`config.mk`:
```
export PLATFORM = sky130hd
export DESIGN_NAME = sci_status_flags
export DESIGN_NICKNAME = d
export VERILOG_FILES = /design/src/rtl/sci_flag_pkg.sv /design/src/rtl/sci_flag_fsm.sv /design/src/rtl/sci_flag_events.sv /design/src/rtl/sci_status_flags.sv
export SDC_FILE = /design/constraint.sdc
export NUM_CORES = 1
export LEC_CHECK = 0
export CORE_MARGIN = 10
export CORE_UTILIZATION = 25
export DETAILED_ROUTE_END_ITERATION = 6
export DONT_BUFFER_PORTS = 1
export GPL_TIMING_DRIVEN = 0
export PLACE_DENSITY_LB_ADDON = 0.15
export SLEW_MARGIN = 20
export SYNTH_ARGS = -nofsm -noshare
export SYNTH_HDL_FRONTEND = slang
export SYNTH_SLANG_ARGS = --single-unit
```
`constraint.sdc`:
```
create_clock -name clk -period 3.5 [get_ports clk]
set_input_delay 0.7 -clock clk [delete_from_list [all_inputs] [get_ports clk]]
set_output_delay 0.7 -clock clk [all_outputs]
set_load 0.05 [all_outputs]
```
`src/rtl/sci_flag_pkg.sv`:
```
package sci_flag_pkg;

    // Number of live flags and their index within the flag vector.
    localparam int NFLAG   = 3;
    localparam int IDX_OVR = 0;
    localparam int IDX_RXF = 1;
    localparam int IDX_TXE = 2;

    // Per-flag state: cleared, raised but unseen, raised and seen by a read.
    typedef enum logic [1:0] {
        FLAG_LOW   = 2'b00,
        FLAG_HIGH  = 2'b01,
        FLAG_ARMED = 2'b10
    } flag_state_e;

endpackage

```
`src/rtl/sci_flag_fsm.sv`:
```
module sci_flag_fsm
    import sci_flag_pkg::*;
#(
    parameter bit RESET_HIGH = 1'b0
) (
    input  logic clk,
    input  logic rst_n,
    input  logic standby_i,
    input  logic set_i,
    input  logic hw_clr_i,
    input  logic rd_i,
    input  logic wr_i,
    input  logic wr_bit_i,
    output logic flag_o,
    output logic armed_o
);

    localparam flag_state_e RST_STATE = RESET_HIGH ? FLAG_HIGH : FLAG_LOW;

    flag_state_e state_q;
    flag_state_e state_d;

    // Next-state logic: a set beats any clear; a processor clear needs arming.
    always_comb begin
        state_d = state_q;
        unique case (state_q)
            FLAG_LOW: begin
                if (set_i) state_d = FLAG_HIGH;
            end
            FLAG_HIGH: begin
                if (hw_clr_i && !set_i)    state_d = FLAG_LOW;
                else if (rd_i && !wr_i)    state_d = FLAG_ARMED;
                else                       state_d = FLAG_HIGH;
            end
            FLAG_ARMED: begin
                if (set_i)                 state_d = wr_i ? FLAG_HIGH : FLAG_ARMED;
                else if (hw_clr_i)         state_d = FLAG_LOW;
                else if (wr_i)             state_d = wr_bit_i ? FLAG_HIGH : FLAG_LOW;
                else                       state_d = FLAG_ARMED;
            end
            default: state_d = RST_STATE;
        endcase
    end

    // State register with synchronous reset; standby behaves like reset.
    always_ff @(posedge clk) begin
        if (!rst_n || standby_i) state_q <= RST_STATE;
        else                     state_q <= state_d;
    end

    // Outputs decoded from the current state.
    always_comb begin
        flag_o  = 1'b0;
        armed_o = 1'b0;
        unique case (state_q)
            FLAG_LOW:   begin flag_o = 1'b0; armed_o = 1'b0; end
            FLAG_HIGH:  begin flag_o = 1'b1; armed_o = 1'b0; end
            FLAG_ARMED: begin flag_o = 1'b1; armed_o = 1'b1; end
            default:    begin flag_o = 1'b0; armed_o = 1'b0; end
        endcase
    end

endmodule

```
`src/rtl/sci_flag_events.sv`:
```
module sci_flag_events
    import sci_flag_pkg::*;
(
    input  logic             tx_enable_i,
    input  logic             tx_load_i,
    input  logic             rx_done_i,
    input  logic             rx_err_i,
    input  logic             dma_tx_wr_i,
    input  logic             dma_rx_rd_i,
    input  logic [NFLAG-1:0] flags_i,
    output logic [NFLAG-1:0] set_o,
    output logic [NFLAG-1:0] hw_clr_o,
    output logic             rx_accept_o
);

    logic rx_clean;
    logic rx_full;

    assign rx_clean = rx_done_i && !rx_err_i;
    assign rx_full  = flags_i[IDX_RXF];

    always_comb begin
        set_o    = '0;
        hw_clr_o = '0;
        // Transmit-empty: shifter load or transmitter disabled; DMA write clears.
        set_o[IDX_TXE]    = tx_load_i || !tx_enable_i;
        hw_clr_o[IDX_TXE] = dma_tx_wr_i;
        // Receive-full: clean reception; DMA read clears.
        set_o[IDX_RXF]    = rx_clean;
        hw_clr_o[IDX_RXF] = dma_rx_rd_i;
        // Overrun: clean reception while the holding register is still full.
        set_o[IDX_OVR]    = rx_clean && rx_full;
        hw_clr_o[IDX_OVR] = 1'b0;
    end

    assign rx_accept_o = rx_clean && !rx_full;

endmodule

```
`src/rtl/sci_status_flags.sv`:
```
module sci_status_flags
    import sci_flag_pkg::*;
#(
    parameter int          DATA_W    = 8,
    parameter int          FLAG_LSB  = 5,
    parameter logic [7:0]  RESET_VAL = 8'h84
) (
    input  logic              clk,
    input  logic              rst_n,
    input  logic              standby_i,
    input  logic              tx_enable_i,
    input  logic              tx_load_i,
    input  logic              rx_done_i,
    input  logic              rx_err_i,
    input  logic              dma_tx_wr_i,
    input  logic              dma_rx_rd_i,
    input  logic              cpu_rd_i,
    input  logic              cpu_wr_i,
    input  logic [NFLAG-1:0]  cpu_wflags_i,
    output logic [DATA_W-1:0] status_o,
    output logic              rx_accept_o
);

    localparam int FLAG_MSB = FLAG_LSB + NFLAG - 1;
    localparam logic [DATA_W-1:0] FLAG_MASK =
        DATA_W'(((1 << NFLAG) - 1) << FLAG_LSB);
    localparam logic [DATA_W-1:0] FIXED_BITS = DATA_W'(RESET_VAL) & ~FLAG_MASK;

    logic [NFLAG-1:0] flags;
    logic [NFLAG-1:0] armed;
    logic [NFLAG-1:0] set_ev;
    logic [NFLAG-1:0] clr_ev;

    sci_flag_events u_events (
        .tx_enable_i (tx_enable_i),
        .tx_load_i   (tx_load_i),
        .rx_done_i   (rx_done_i),
        .rx_err_i    (rx_err_i),
        .dma_tx_wr_i (dma_tx_wr_i),
        .dma_rx_rd_i (dma_rx_rd_i),
        .flags_i     (flags),
        .set_o       (set_ev),
        .hw_clr_o    (clr_ev),
        .rx_accept_o (rx_accept_o)
    );

    for (genvar i = 0; i < NFLAG; i++) begin : g_flag
        sci_flag_fsm #(
            .RESET_HIGH (RESET_VAL[FLAG_LSB + i])
        ) u_fsm (
            .clk       (clk),
            .rst_n     (rst_n),
            .standby_i (standby_i),
            .set_i     (set_ev[i]),
            .hw_clr_i  (clr_ev[i]),
            .rd_i      (cpu_rd_i),
            .wr_i      (cpu_wr_i),
            .wr_bit_i  (cpu_wflags_i[i]),
            .flag_o    (flags[i]),
            .armed_o   (armed[i])
        );
    end

    // The arming state is internal; it has no path to the ports.
    logic armed_unused;
    assign armed_unused = ^armed;

    always_comb begin
        status_o                    = FIXED_BITS;
        status_o[FLAG_MSB:FLAG_LSB] = flags;
    end

endmodule

```
==> impl_metrics.env, run 1 <==
export IMPL_synth_cell_type_count=25
export IMPL_cp_start_kind="flip-flop"
export IMPL_switching_power_w=0.0000615
export IMPL_wirelength_mm=1.39
export IMPL_vias_per_cell=4.53
export IMPL_grt_busiest_layer="met2"
export IMPL_tightest_slew_ps=890
export IMPL_worst_ep_required_time_ps=2800
export IMPL_cts_inserted_buffers=3
export IMPL_crit_type="reg2out"
export IMPL_grtUsageMet2_pct=9.37
export IMPL_synth_xor_area_share_pct=0
export IMPL_antenna_cells=0
export IMPL_muxShareOfSynthArea_pct=0
export IMPL_whs_path_depth=2
export IMPL_clock_root_buffer="clkbuf_4"
export IMPL_comb_power_share_pct=25.9
export IMPL_drive_gt1_share_pct=16.3
export IMPL_p_clk_share_pct=35.8
export IMPL_drt_iter0_drc=29
export IMPL_path_cells="inv_1, ha_1, nor2_1"
export IMPL_reg_top3="g_flag.u_fsm.state_q: 6 flops"
export IMPL_die_y_um=69.9
export IMPL_crit_cells=3
export IMPL_grt_first_pass_wirelength_mm=2.35
export IMPL_chipWidth_um=69.9
export IMPL_cts_hold_buf=0
export IMPL_antenna_found_initial=0
export IMPL_yosys_warnings=0
export IMPL_grt_max_degree=8
export IMPL_grt_pass1_vias=510
export IMPL_syn_inst=80
export IMPL_synth_compound_area_share_pct=21.9
export IMPL_fin_worst_skew_ps=5.68
export IMPL_final_period_utilization_pct=70.7
export IMPL_critPathSlowestCell="nor2_1"
export IMPL_setup_tns_ps=0
export IMPL_dr_pass1_iters=4
export IMPL_drv_cap=0
export IMPL_intPower_w=0.000124
export IMPL_hpwl_mm=1.20
export IMPL_end_kind="output port"
export IMPL_synth_simple_area_share_pct=20.5
export IMPL_area_growth_pct=11.4
export IMPL_rsz0062_at_grt="false"
export IMPL_synth_top_area_share_pct=22.1
export IMPL_num_vias=526
export IMPL_path_delay_family="simple AND/OR/NAND/NOR gates"
export IMPL_dieArea_um2=4890
export IMPL_dpl_cell_count=113
export IMPL_use_met1_pct=5.72
export IMPL_insertion_delay_ps=250
export IMPL_grt_overflow_total=0
export IMPL_ios=23
export IMPL_status="completed"
export IMPL_netlist_top_cells_area="ha_1, dfxtp_1, buf_4, a21oi_1, inv_1"
export IMPL_hold_viol_final=0
export IMPL_rr_worst_depth=5
export IMPL_start_util_pct=25.6
export IMPL_port_buffers=0
export IMPL_fmax_mhz=404
export IMPL_hold_path_class="reg2reg"
export IMPL_gp_congestion=0.770
export IMPL_cp_arrival_ps=1780
export IMPL_power_density_nw_per_um2=268
export IMPL_avgSynthCellArea_um2=7.79
export IMPL_irDropWorstVdd_uv=95.7
export IMPL_setup_viol=0
export IMPL_period_minus_slack_ps=2480
export IMPL_finalNetCount=113
export IMPL_cts_resized=0
export IMPL_cp_num_buf_inv=1
export IMPL_relSlewSlack_pct=40.5
export IMPL_cts_num_sinks=6
export IMPL_wire_per_inst_um=12.0
export IMPL_largest_register="g_flag.u_fsm.state_q"
export IMPL_path_max_fanout=4
export IMPL_cts_tree="yes"
export IMPL_largest_reg_flops=6
export IMPL_core_um2=2430
export IMPL_use_met3_pct=5.23
export IMPL_seq_power_share_pct=38.3
export IMPL_post_cts_buffers=0
export IMPL_synth_top_family_by_area="adder cells"
export IMPL_synth_seq_cells=6
export IMPL_cts_buffer_depth=2
export IMPL_htree_levels=1
export IMPL_cpPeakStageDelay_ps=710
export IMPL_final_cells=116
export IMPL_ant_nets=0
export IMPL_grtUsageTotal_pct=6.02
export IMPL_p_leak_nw=0.309
export IMPL_drc_errors=0
export IMPL_synth_fa_ha_area_share_pct=22.1
export IMPL_std_cell_rows=18
export IMPL_ys_seq_area_share_pct=19.3
export IMPL_syn_area_um2=623
export IMPL_cts_reportedPaths_clkPinSlew_ps=50
export IMPL_final_max_slew_viol_count=0
export IMPL_synth_top_area_cell="ha_1"
export IMPL_p_sw_share_pct=33.1
## worst register-to-register path, cell delays in order (launching register included)
cell      delay, ps
dfxtp_1         370
inv_1            80
ha_1            360
a21boi_2        100
or4_1           470
a21oi_1         150
## kinds of logic after synthesis
family | count (synthesis)
adders and majority gates | 11
and+or+nand+nor | 22
buffers and inverters | 17
DFF | 6
AOI/OAI and AO/OA | 22
other | 2
## routing by layer
metal / up-vias / wire [um] / share of wire, %
met2: 16 / 684 / 49
met5: - / 0 / 0
li1: 274 / - / -
met3: 2 / 181 / 13
met4: 0 / 10 / 0.72
met1: 234 / 517 / 37
## metrics by stage
step | cell area, um2 | worst slack, ps | hold slack (ps) | util [%] | total power [W]
floorplan | 634 | 1180 | 460 | - | 0.000116
global placement | 672 | 1110 | 484 | 27.6 | 0.000121
detailed placement | 672 | 1110 | 488 | 27.6 | 0.000121
CTS | 694 | 996 | 494 | 28.5 | 0.000190
global route | 694 | 933 | 545 | 28.5 | 0.000201
finish | 694 | 1020 | 486 | 28.5 | 0.000186
## synth_stat cells, drive strengths merged
cell type	number
nand3	2
nor2	3
a32o	1
or2b	2
a41oi	1
a21oi	9
or4	1
a2111oi	1
nand2b	1
nand2	5
o21a	1
ha	11
a21boi	1
a32oi	1
inv	9
o21ai	6
dfxtp	6
nor3	3
conb	2
buf	8
or4b	1
nor2b	4
a31oi	1
## final cells by class
| type | instances | area (um2) |
|---|---|---|
| inverter | 9 | 33.8 |
| buffer | 8 | 60.1 |
| fill | 270 | 1740 |
| sequential | 6 | 120 |
| multi-input combinational | 60 | 420 |
| clock buffer | 3 | 22.5 |
| tap | 30 | 37.5 |
## power groups by stage
stage | Sequential (W) | Combinational, W | Clock [W]
6_report | 0.0000712 | 0.0000482 | 0.0000665
5_1_grt | 0.0000713 | 0.0000532 | 0.0000764
4_1_cts | 0.0000712 | 0.0000483 | 0.0000710
3_5_place_dp | 0.0000726 | 0.0000482 | 0
3_3_place_gp | 0.0000726 | 0.0000483 | 0
2_1_floorplan | 0.0000723 | 0.0000438 | 0
## cell usage in the layout (no fill, tap or decap), drive strengths merged
| cell | n |
|---|---|
| inv | 9 |
| or4b | 1 |
| buf | 8 |
| a32oi | 1 |
| a31oi | 1 |
| nand3 | 2 |
| o21a | 1 |
| or2b | 2 |
| nor3 | 3 |
| a41oi | 1 |
| o21ai | 6 |
| a2111oi | 1 |
| a21oi | 9 |
| dfxtp | 6 |
| nor2b | 4 |
| or4 | 1 |
| nand2b | 1 |
| nand2 | 5 |
| nor2 | 3 |
| clkbuf | 3 |
| ha | 11 |
| conb | 5 |
| a21boi | 1 |
| a32o | 1 |
## final timing paths
kind	startpoint	to	slack, ps
worst max-delay path	g_flag[1].u_fsm.state_q[0]$_SDFFE_PP0P_	rx_accept_o	1020
worst min-delay path	g_flag[2].u_fsm.state_q[1]$_SDFFE_PP0P_	g_flag[2].u_fsm.state_q[1]$_SDFFE_PP0P_	490
worst max register to register	g_flag[1].u_fsm.state_q[1]$_SDFFE_PP0P_	g_flag[0].u_fsm.state_q[1]$_SDFFE_PP0P_	1890
worst min register to register	g_flag[2].u_fsm.state_q[1]$_SDFFE_PP0P_	g_flag[2].u_fsm.state_q[1]$_SDFFE_PP0P_	490
Note: power is estimated with default switching activity, not from simulation.
==> inputs of run 2 (changes only) <==
==> constraint.sdc (replaced) <==
create_clock -name clk -period 2.2 [get_ports clk]
set_input_delay 0.44 -clock clk [delete_from_list [all_inputs] [get_ports clk]]
set_output_delay 0.44 -clock clk [all_outputs]
set_load 0.05 [all_outputs]
==> run 2 against run 1 <==
Against the previous run: final cell count stayed put; critical path depth did not move; critical endpoint unchanged; power rose by 60%.
==> impl_metrics.env, run 2 (synthesized netlist as in run 1, its figures left out) <==
export IMPL_status="completed"
export IMPL_final_period_utilization_pct=90.7
export IMPL_irDropWorstVdd_uv=152
export IMPL_multi_input_area_um2=423
export IMPL_die_y_um=69.9
export IMPL_cts_hold_buf=0
export IMPL_clock_root_buffer="clkbuf_4"
export IMPL_grtUsageTotal_pct=6.02
export IMPL_area_growth_pct=11.8
export IMPL_drc_errors=0
export IMPL_largest_register="g_flag.u_fsm.state_q"
export IMPL_insertion_delay_ps=250
export IMPL_antenna_found_initial=0
export IMPL_vias_per_cell=4.51
export IMPL_post_cts_buffers=0
export IMPL_path_max_fanout=4
export IMPL_grt_max_degree=8
export IMPL_htree_levels=1
export IMPL_end_kind="output port"
export IMPL_hold_viol_final=0
export IMPL_cts_reportedPaths_clkPinSlew_ps=50
export IMPL_cts_buffer_depth=2
export IMPL_core_um2=2430
export IMPL_setup_tns_ps=0
export IMPL_hold_path_class="in2reg"
export IMPL_largest_reg_flops=6
export IMPL_whs_ps=390
export IMPL_setup_viol=0
export IMPL_grt_first_pass_wirelength_mm=2.35
export IMPL_period_minus_slack_ps=2000
export IMPL_tightest_slew_ps=553
export IMPL_fin_worst_skew_ps=6.15
export IMPL_cp_arrival_ps=1560
export IMPL_num_vias=523
export IMPL_ios=23
export IMPL_num_fill_cells=270
export IMPL_reg_top3="g_flag.u_fsm.state_q: 6 flops"
export IMPL_critPathSlowestCell="nor2_2"
export IMPL_fmax_mhz=501
export IMPL_rsz0062_at_grt="false"
export IMPL_post_route_util_pct=28.7
export IMPL_wirelength_mm=1.40
export IMPL_grt_pass1_vias=510
export IMPL_path_delay_family="simple AND/OR/NAND/NOR gates"
export IMPL_cts_tree="yes"
export IMPL_drive_gt1_share_pct=17.4
export IMPL_chipWidth_um=69.9
export IMPL_relSlewSlack_pct=63.1
export IMPL_std_cell_rows=18
export IMPL_start_util_pct=25.6
export IMPL_path_cells="inv_1, ha_1, nor2_2"
export IMPL_dr_pass1_iters=4
export IMPL_drt_iter0_drc=30
export IMPL_ant_nets=0
export IMPL_cp_num_buf_inv=1
export IMPL_grt_overflow_total=0
export IMPL_finalNetCount=113
export IMPL_wire_per_inst_um=12.1
export IMPL_final_cell_mix="ha_1, inv_1, a21oi_1"
export IMPL_cpPeakStageDelay_ps=480
export IMPL_gp_congestion=0.770
export IMPL_cts_inserted_buffers=3
export IMPL_port_buffers=0
export IMPL_hpwl_mm=1.20
export IMPL_final_max_slew_viol_count=0
export IMPL_dieArea_um2=4890
export IMPL_final_common_cell="ha_1"
export IMPL_power_density_nw_per_um2=426
export IMPL_cts_resized=1
export IMPL_crit_type="reg2out"
export IMPL_antenna_cells=0
export IMPL_p_leak_nw=0.309
export IMPL_drv_cap=0
export IMPL_worst_ep_required_time_ps=1760
export IMPL_cts_num_sinks=6
export IMPL_cp_start_kind="flip-flop"
export IMPL_register_area_um2=120
-- run 2: changes by cell type in the layout (fill, tap and decap cells not counted) --
cell / change
nor2_1: -1
nor2_2: +1
-- run 2: final timing paths --
check | start | endpoint | slack [ps] | depth (start not counted)
setup / recovery | g_flag[1].u_fsm.state_q[0]$_SDFFE_PP0P_ | rx_accept_o | 200 | 3
hold / removal | cpu_wr_i | g_flag[0].u_fsm.state_q[1]$_SDFFE_PP0P_ | 390 | 2
setup reg to reg | g_flag[1].u_fsm.state_q[1]$_SDFFE_PP0P_ | g_flag[0].u_fsm.state_q[1]$_SDFFE_PP0P_ | 570 | 5
hold reg to reg | g_flag[2].u_fsm.state_q[1]$_SDFFE_PP0P_ | g_flag[2].u_fsm.state_q[1]$_SDFFE_PP0P_ | 490 | 2
-- run 2: where the power goes --
group	total [W]	internal, W	switching (W)
clock network	0.000106	0.0000620	0.0000442
logic	0.0000772	0.0000246	0.0000525
registers	0.000113	0.000111	0.00000187
-- run 2: through the flow --
stage | std cells | setup slack [ps] | instance area, um2 | power (W)
floorplan | 83 | 334 | 634 | 0.000185
global placement | 113 | 246 | 672 | 0.000192
detailed placement | 113 | 227 | 672 | 0.000192
CTS | 116 | 181 | 697 | 0.000303
global route | 116 | 127 | 697 | 0.000320
finish | 116 | 205 | 697 | 0.000297
-- run 2: area by class of cell --
type,count,area share (%)
Buffer,8,8.62
Inverter,9,4.85
Multi-Input combinational cell,60,60.7
Clock buffer,3,3.23
Sequential cell,6,17.2
Tap cell,30,5.39
-- run 2: routing by layer --
layer,share of wire [%],vias up,track usage (%)
li1,-,274,-
met1,37,231,5.72
met2,49,16,9.37
met3,13,2,5.23
met4,0.71,0,1.97
met5,0,-,0
